$ cat config.mk
export PLATFORM = sky130hd
export DESIGN_NAME = enc_cfg_regbank
export DESIGN_NICKNAME = d
export VERILOG_FILES = /design/src/rtl/enc_cfg_pkg.sv /design/src/rtl/enc_cfg_reset_ctl.sv /design/src/rtl/enc_cfg_pin_capture.sv /design/src/rtl/enc_cfg_rw_store.sv /design/src/rtl/enc_cfg_read_port.sv /design/src/rtl/enc_cfg_regbank.sv
export SDC_FILE = /design/constraint.sdc
export NUM_CORES = 1
export LEC_CHECK = 0
export ABC_AREA = 1
export BUFFER_PORTS_ARGS = -buffer_cell sky130_fd_sc_hd__clkbuf_2
export CAP_MARGIN = 20
export CORE_AREA = 8 8 159 161
export DETAILED_ROUTE_END_ITERATION = 10
export DIE_AREA = 0 0 167 169
export PLACE_DENSITY = 0.6
export SETUP_SLACK_MARGIN = 0.1
export SLEW_MARGIN = 20
export SYNTH_ARGS = -nofsm -noshare
export SYNTH_HDL_FRONTEND = slang
export SYNTH_HIERARCHICAL = 1
export SYNTH_SLANG_ARGS = --single-unit
$ cat constraint.sdc
create_clock -name clk -period 2.8 [get_ports clk]
set_input_delay 0 -clock clk [delete_from_list [all_inputs] [get_ports clk]]
set_output_delay 0 -clock clk [all_outputs]
set_load 0.02 [all_outputs]
$ cat src/rtl/enc_cfg_pkg.sv
package enc_cfg_pkg;

    localparam int DW      = 8;
    localparam int AW      = 8;
    localparam int PIX_W   = 16;
    localparam int NUM_RW  = 16;
    localparam int STAGES  = 2;

    localparam int MODE_IDX = 1;
    localparam int MODE_LSB = 4;
    localparam int MODE_W   = 3;
    localparam int SWRST_BIT = 1;

    localparam logic [AW-1:0] ADDR_RB_LO   = 8'h13;
    localparam logic [AW-1:0] ADDR_RB_HI   = 8'h14;
    localparam logic [AW-1:0] ADDR_RB_SYNC = 8'h16;
    localparam logic [AW-1:0] ADDR_CTRL    = 8'h17;

    // one captured sample of the input pins
    typedef struct packed {
        logic [PIX_W-1:0] pix;
        logic             sfl;
        logic             vsync;
        logic             hsync;
    } pin_snap_t;

    typedef enum logic [2:0] {
        SEL_NONE,
        SEL_RW,
        SEL_CTRL,
        SEL_RB_LO,
        SEL_RB_HI,
        SEL_RB_SYNC
    } rd_sel_e;

    // power-on value of general configuration byte idx
    function automatic logic [DW-1:0] cfg_default(input int idx);
        if (idx == MODE_IDX) begin
            return '0;
        end
        return DW'((idx * 37 + 17) % 256);
    endfunction

endpackage

$ cat src/rtl/enc_cfg_reset_ctl.sv
module enc_cfg_reset_ctl (
    input  logic clk,
    input  logic hw_rst_n,
    input  logic sw_req,
    output logic bank_rst
);
    logic pin_q;
    logic sw_pend;
    logic hw_fall;

    always_ff @(posedge clk) begin
        pin_q <= hw_rst_n;
    end

    assign hw_fall = pin_q & ~hw_rst_n;

    // software request is acted on one edge after the write
    always_ff @(posedge clk) begin
        if (bank_rst) begin
            sw_pend <= 1'b0;
        end else begin
            sw_pend <= sw_req;
        end
    end

    assign bank_rst = hw_fall | sw_pend;

endmodule

$ cat src/rtl/enc_cfg_pin_capture.sv
module enc_cfg_pin_capture
    import enc_cfg_pkg::*;
#(
    parameter int DEPTH = STAGES
) (
    input  logic      clk,
    input  logic      rst,
    input  pin_snap_t pins_in,
    output pin_snap_t snap_out
);
    pin_snap_t stg [DEPTH];

    for (genvar s = 0; s < DEPTH; s++) begin : g_stage
        if (s == 0) begin : g_first
            always_ff @(posedge clk) begin
                if (rst) begin
                    stg[s] <= '0;
                end else begin
                    stg[s] <= pins_in;
                end
            end
        end else begin : g_next
            always_ff @(posedge clk) begin
                if (rst) begin
                    stg[s] <= '0;
                end else begin
                    stg[s] <= stg[s-1];
                end
            end
        end
    end

    assign snap_out = stg[DEPTH-1];

endmodule

$ cat src/rtl/enc_cfg_rw_store.sv
module enc_cfg_rw_store
    import enc_cfg_pkg::*;
#(
    parameter int NUM = NUM_RW
) (
    input  logic          clk,
    input  logic          rst,
    input  logic          wr_en,
    input  logic [AW-1:0] addr,
    input  logic [DW-1:0] wdata,
    output logic [DW-1:0] regs [NUM],
    output logic [DW-1:0] ctrl_q,
    output logic          sw_req
);
    logic ctrl_hit;

    for (genvar g = 0; g < NUM; g++) begin : g_reg
        always_ff @(posedge clk) begin
            if (rst) begin
                regs[g] <= cfg_default(g);
            end else if (wr_en && addr == AW'(g)) begin
                regs[g] <= wdata;
            end
        end
    end

    assign ctrl_hit = wr_en && (addr == ADDR_CTRL);
    assign sw_req   = ctrl_hit && wdata[SWRST_BIT];

    // a reset-requesting write is not kept
    always_ff @(posedge clk) begin
        if (rst) begin
            ctrl_q <= '0;
        end else if (ctrl_hit && !wdata[SWRST_BIT]) begin
            ctrl_q <= wdata;
        end
    end

endmodule

$ cat src/rtl/enc_cfg_read_port.sv
module enc_cfg_read_port
    import enc_cfg_pkg::*;
#(
    parameter int NUM = NUM_RW
) (
    input  logic              clk,
    input  logic              rst,
    input  logic              rd_en,
    input  logic [AW-1:0]     addr,
    input  logic [DW-1:0]     regs [NUM],
    input  logic [DW-1:0]     ctrl_q,
    input  pin_snap_t         snap,
    input  logic [MODE_W-1:0] mode,
    output logic [DW-1:0]     rdata
);
    localparam int IDX_W = (NUM > 1) ? $clog2(NUM) : 1;

    rd_sel_e       sel;
    logic          rb_ok;
    logic [DW-1:0] rd_val;

    always_comb begin
        if (int'(addr) < NUM) begin
            sel = SEL_RW;
        end else begin
            case (addr)
                ADDR_CTRL:    sel = SEL_CTRL;
                ADDR_RB_LO:   sel = SEL_RB_LO;
                ADDR_RB_HI:   sel = SEL_RB_HI;
                ADDR_RB_SYNC: sel = SEL_RB_SYNC;
                default:      sel = SEL_NONE;
            endcase
        end
    end

    assign rb_ok = (mode == '0);

    always_comb begin
        rd_val = '0;
        case (sel)
            SEL_RW:      rd_val = regs[addr[IDX_W-1:0]];
            SEL_CTRL:    rd_val = ctrl_q;
            SEL_RB_LO:   if (rb_ok) rd_val = snap.pix[PIX_W/2-1:0];
            SEL_RB_HI:   if (rb_ok) rd_val = snap.pix[PIX_W-1:PIX_W/2];
            SEL_RB_SYNC: if (rb_ok) rd_val = {{(DW-3){1'b0}}, snap.sfl, snap.vsync, snap.hsync};
            default:     rd_val = '0;
        endcase
    end

    always_ff @(posedge clk) begin
        if (rst) begin
            rdata <= '0;
        end else if (rd_en) begin
            rdata <= rd_val;
        end
    end

endmodule

$ cat src/rtl/enc_cfg_regbank.sv
module enc_cfg_regbank
    import enc_cfg_pkg::*;
(
    input  logic              clk,
    input  logic              hw_rst_n,
    input  logic [AW-1:0]     addr,
    input  logic [DW-1:0]     wdata,
    input  logic              wr_en,
    input  logic              rd_en,
    output logic [DW-1:0]     rdata,
    input  logic [PIX_W-1:0]  pix_in,
    input  logic              hsync_in,
    input  logic              vsync_in,
    input  logic              sfl_in
);
    logic              bank_rst;
    logic              sw_req;
    logic [DW-1:0]     rw_regs [NUM_RW];
    logic [DW-1:0]     ctrl_q;
    logic [MODE_W-1:0] cfg_mode;
    pin_snap_t         pins_now;
    pin_snap_t         pins_held;

    assign pins_now = {pix_in, sfl_in, vsync_in, hsync_in};
    assign cfg_mode = rw_regs[MODE_IDX][MODE_LSB +: MODE_W];

    enc_cfg_reset_ctl u_rst (
        .clk      (clk),
        .hw_rst_n (hw_rst_n),
        .sw_req   (sw_req),
        .bank_rst (bank_rst)
    );

    enc_cfg_pin_capture #(.DEPTH(STAGES)) u_cap (
        .clk      (clk),
        .rst      (bank_rst),
        .pins_in  (pins_now),
        .snap_out (pins_held)
    );

    enc_cfg_rw_store #(.NUM(NUM_RW)) u_store (
        .clk    (clk),
        .rst    (bank_rst),
        .wr_en  (wr_en),
        .addr   (addr),
        .wdata  (wdata),
        .regs   (rw_regs),
        .ctrl_q (ctrl_q),
        .sw_req (sw_req)
    );

    enc_cfg_read_port #(.NUM(NUM_RW)) u_rd (
        .clk    (clk),
        .rst    (bank_rst),
        .rd_en  (rd_en),
        .addr   (addr),
        .regs   (rw_regs),
        .ctrl_q (ctrl_q),
        .snap   (pins_held),
        .mode   (cfg_mode),
        .rdata  (rdata)
    );

endmodule

==> metrics.txt <==
status=complete, no violations; met1 WL=about 12000 um; Reg2Reg Setup Slack=roughly 1.1 ns; sequential fraction of the synthesis area=0.4124; Clock Tree Buf Depth=2; Layout area overhead=14.25%; post-DP HPWL=about 18000 um; Startpoint Class=register; final wirelength=26690 um; CTS tree=done; Die ar.=28220 sq um; Num CTS Buffers=17; Vias=8561; nets=1455; RSZ-0062 raised after global routing=false; utilization after layout=0.4454; final setup fails=0; clock root cell=clkbuf_16; met2 wire length=12420 um; worst setup margin=1.144 ns; Worst EP required=3.17 ns; wire length of the first global-routing pass=42190 um; clock-pin slew on the worst setup and hold paths=0.08 ns; average wire per standard cell=15.53 um; Period Utilization, post-route=0.5914; vias in the first global route=~7800; IR drop worst, VDD=403.5 uV; pre-CTS setup slack=1.016 ns; pin count of the biggest net entering global routing=79; Setup Total Neg Slack=0 ns; commonest non-fill, non-tap cell in the layout=nand2_1; Distinct cells, synth=25; I/O pins=47; top routing layer used=met4; Initial Utilization=0.3899; worst-margin pin slew=0.6823 ns; most frequent cells in the layout=425 x nand2_1, 251 x nand3_1, 184 x dfxtp_1, 159 x inv_1, 150 x nor2_1; Clk pwr share=0.444; Net Sw Power=1.720 mW; Cell Area, Synth=between 8000 and 9000 sq um; Clock Latency Late Sink=0.44 ns; Synthesized Nets=1432; reg2reg end=u_rd/rdata[6]; reg2reg path depth=7; final antenna diode count=0; Congestion Overflow GR=0; Chip Width=167 um; routed length on met3=between 1000 and 1500 um; maxcap violations=0; Setup Fix Bufs, Post-CTS=0; DRT Pass-1 Iters=5; Layout Skew=0.01015 ns; H-Tree Depth=4; Internal=4.093 mW; GR Util All Layers=0.1883; Rel. slew slack=0.5437; Hold Fails Final Rpt=0; crit path kind=reg2reg; Clock Sinks=184; post-route ant nets=0; final non-filler cell total=1719; Via density=4.980; Mapped Cells=1393; worst hold path type=in2reg; Combinational Power Share=0.093; core area=about 23000 sq um; Port Buffers=46; placed inst area=9331 sq um; DRC=0; PostCTS Resize Cnt=0; Synth area leaders=dfxtp_1 41%, nand2_1 18%, nand3_1 14%; placed insts=1665; CP Max Fanout=19; Yosys top cell area share=0.4124; Final min period=1.656 ns; Fmax=0.6039 GHz; PwrDens=roughly 570 nW/um^2; CP Capture Type=register; initial antenna violation count=0; Crit. Startpoint=u_store/regs[118]; final instance area=10200 sq um; die height=169 um; fin. max-slew vios=0; layout cells sized above 1=0.09307; Synth area leader=dfxtp_1; Yosys warnings=6; Net Sw Frac=0.2959; WP data arrival=2.02 ns; synthesized area per cell=6.412 sq um; leakage dissipation=5.159 nW; Yosys reg bits=184; Sequential Power Share=0.462; crit path to=u_rd/rdata[6]; initial DRC count=753; row cnt=56; hold_buf cts=22; Final Wtd Congestion=between 0.8 and 0.9; worst r2r src=u_store/regs[118]
==> cell type report <==
cell class | instances | area (sq um)
fillers | 2367 | 12710
multi-input cells | 950 | 4160
flip-flops and latches | 184 | 3684
repair buffers | 94 | 708.2
inverters | 169 | 636.9
clock buffers | 17 | 425.4
well taps | 290 | 362.8
clock inverters | 15 | 227.7
==> Yosys cell counts <==
cell,number
nor2_2,3
buf_4,12
buf_6,6
nor2_4,7
nor3_4,1
o211ai_1,5
nand2_1,425
inv_2,6
a21oi_1,72
nand3_1,251
buf_1,9
o21ai_0,14
nand3_2,2
clkbuf_1,30
nor2_1,154
nor3_1,1
inv_1,159
nand3b_1,2
clkinv_1,4
dfxtp_1,184
nand2_2,4
buf_2,33
nand4_1,7
nand4_2,1
nor4_2,1
==> metrics by stage <==
step	power, mW	hold slack, ns
floorplan	3.080	0.02772
global placement	3.261	0.1192
detailed placement	3.264	0.1214
CTS	5.855	0.005718
global route	6.024	0.02267
finish	5.813	0.01757
==> how the worst min path moves through the flow <==
stage	from	end	slack (ns)	depth (start not counted)
2_1_floorplan	hw_rst_n	u_rst/pin_q	0.03	0
3_3_place_gp	hw_rst_n	u_rst/pin_q	0.12	1
3_5_place_dp	hw_rst_n	u_rst/pin_q	0.12	1
4_1_cts	addr[4]	u_rst/sw_pend	0.006	5
5_1_grt	wdata[4]	u_store/regs[60]	0.02	3
6_report	addr[4]	u_rst/sw_pend	0.02	5
==> sequential cells by signal, summed over array words and instances (netlist names) <==
name / cells
u_store/regs: 128
u_cap/stg: 38
u_rd/rdata: 8
u_store/ctrl_q: 8
u_rst/pin_q: 1
u_rst/sw_pend: 1
==> worst max-delay path, stage by stage, from the launching register on <==
cell	delay [ns]
dfxtp_1	0.35
nor3_4	0.60
nand3_1	0.14
o21ai_0	0.12
nor2_1	0.09
nand2_1	0.09
nand2_1	0.05
a21oi_1	0.14
==> power groups by stage <==
stage	Combinational [mW]	Sequential, mW	Clock, mW
2_1_floorplan	0.336	2.74	0
3_3_place_gp	0.513	2.75	0
3_5_place_dp	0.515	2.75	0
4_1_cts	0.540	2.69	2.63
5_1_grt	0.595	2.69	2.74
6_report	0.543	2.69	2.58
==> kinds of logic after synthesis <==
| kind of cell | count (synthesis) | synth area share |
|---|---|---|
| AOI/OAI and AO/OA | 91 | 0.05239 |
| and+or+nand+nor | 859 | 0.4117 |
| DFF | 184 | 0.4124 |
| buffers and inverters | 259 | 0.1235 |
==> metal layers <==
layer / track usage / vias to the layer above
li1: - / 4379
met1: 0.2393 / 3901
met2: 0.3082 / 235
met3: 0.03145 / 46
met4: 0.08852 / 0
met5: 0 / -
(Power assumes the default switching activity.)
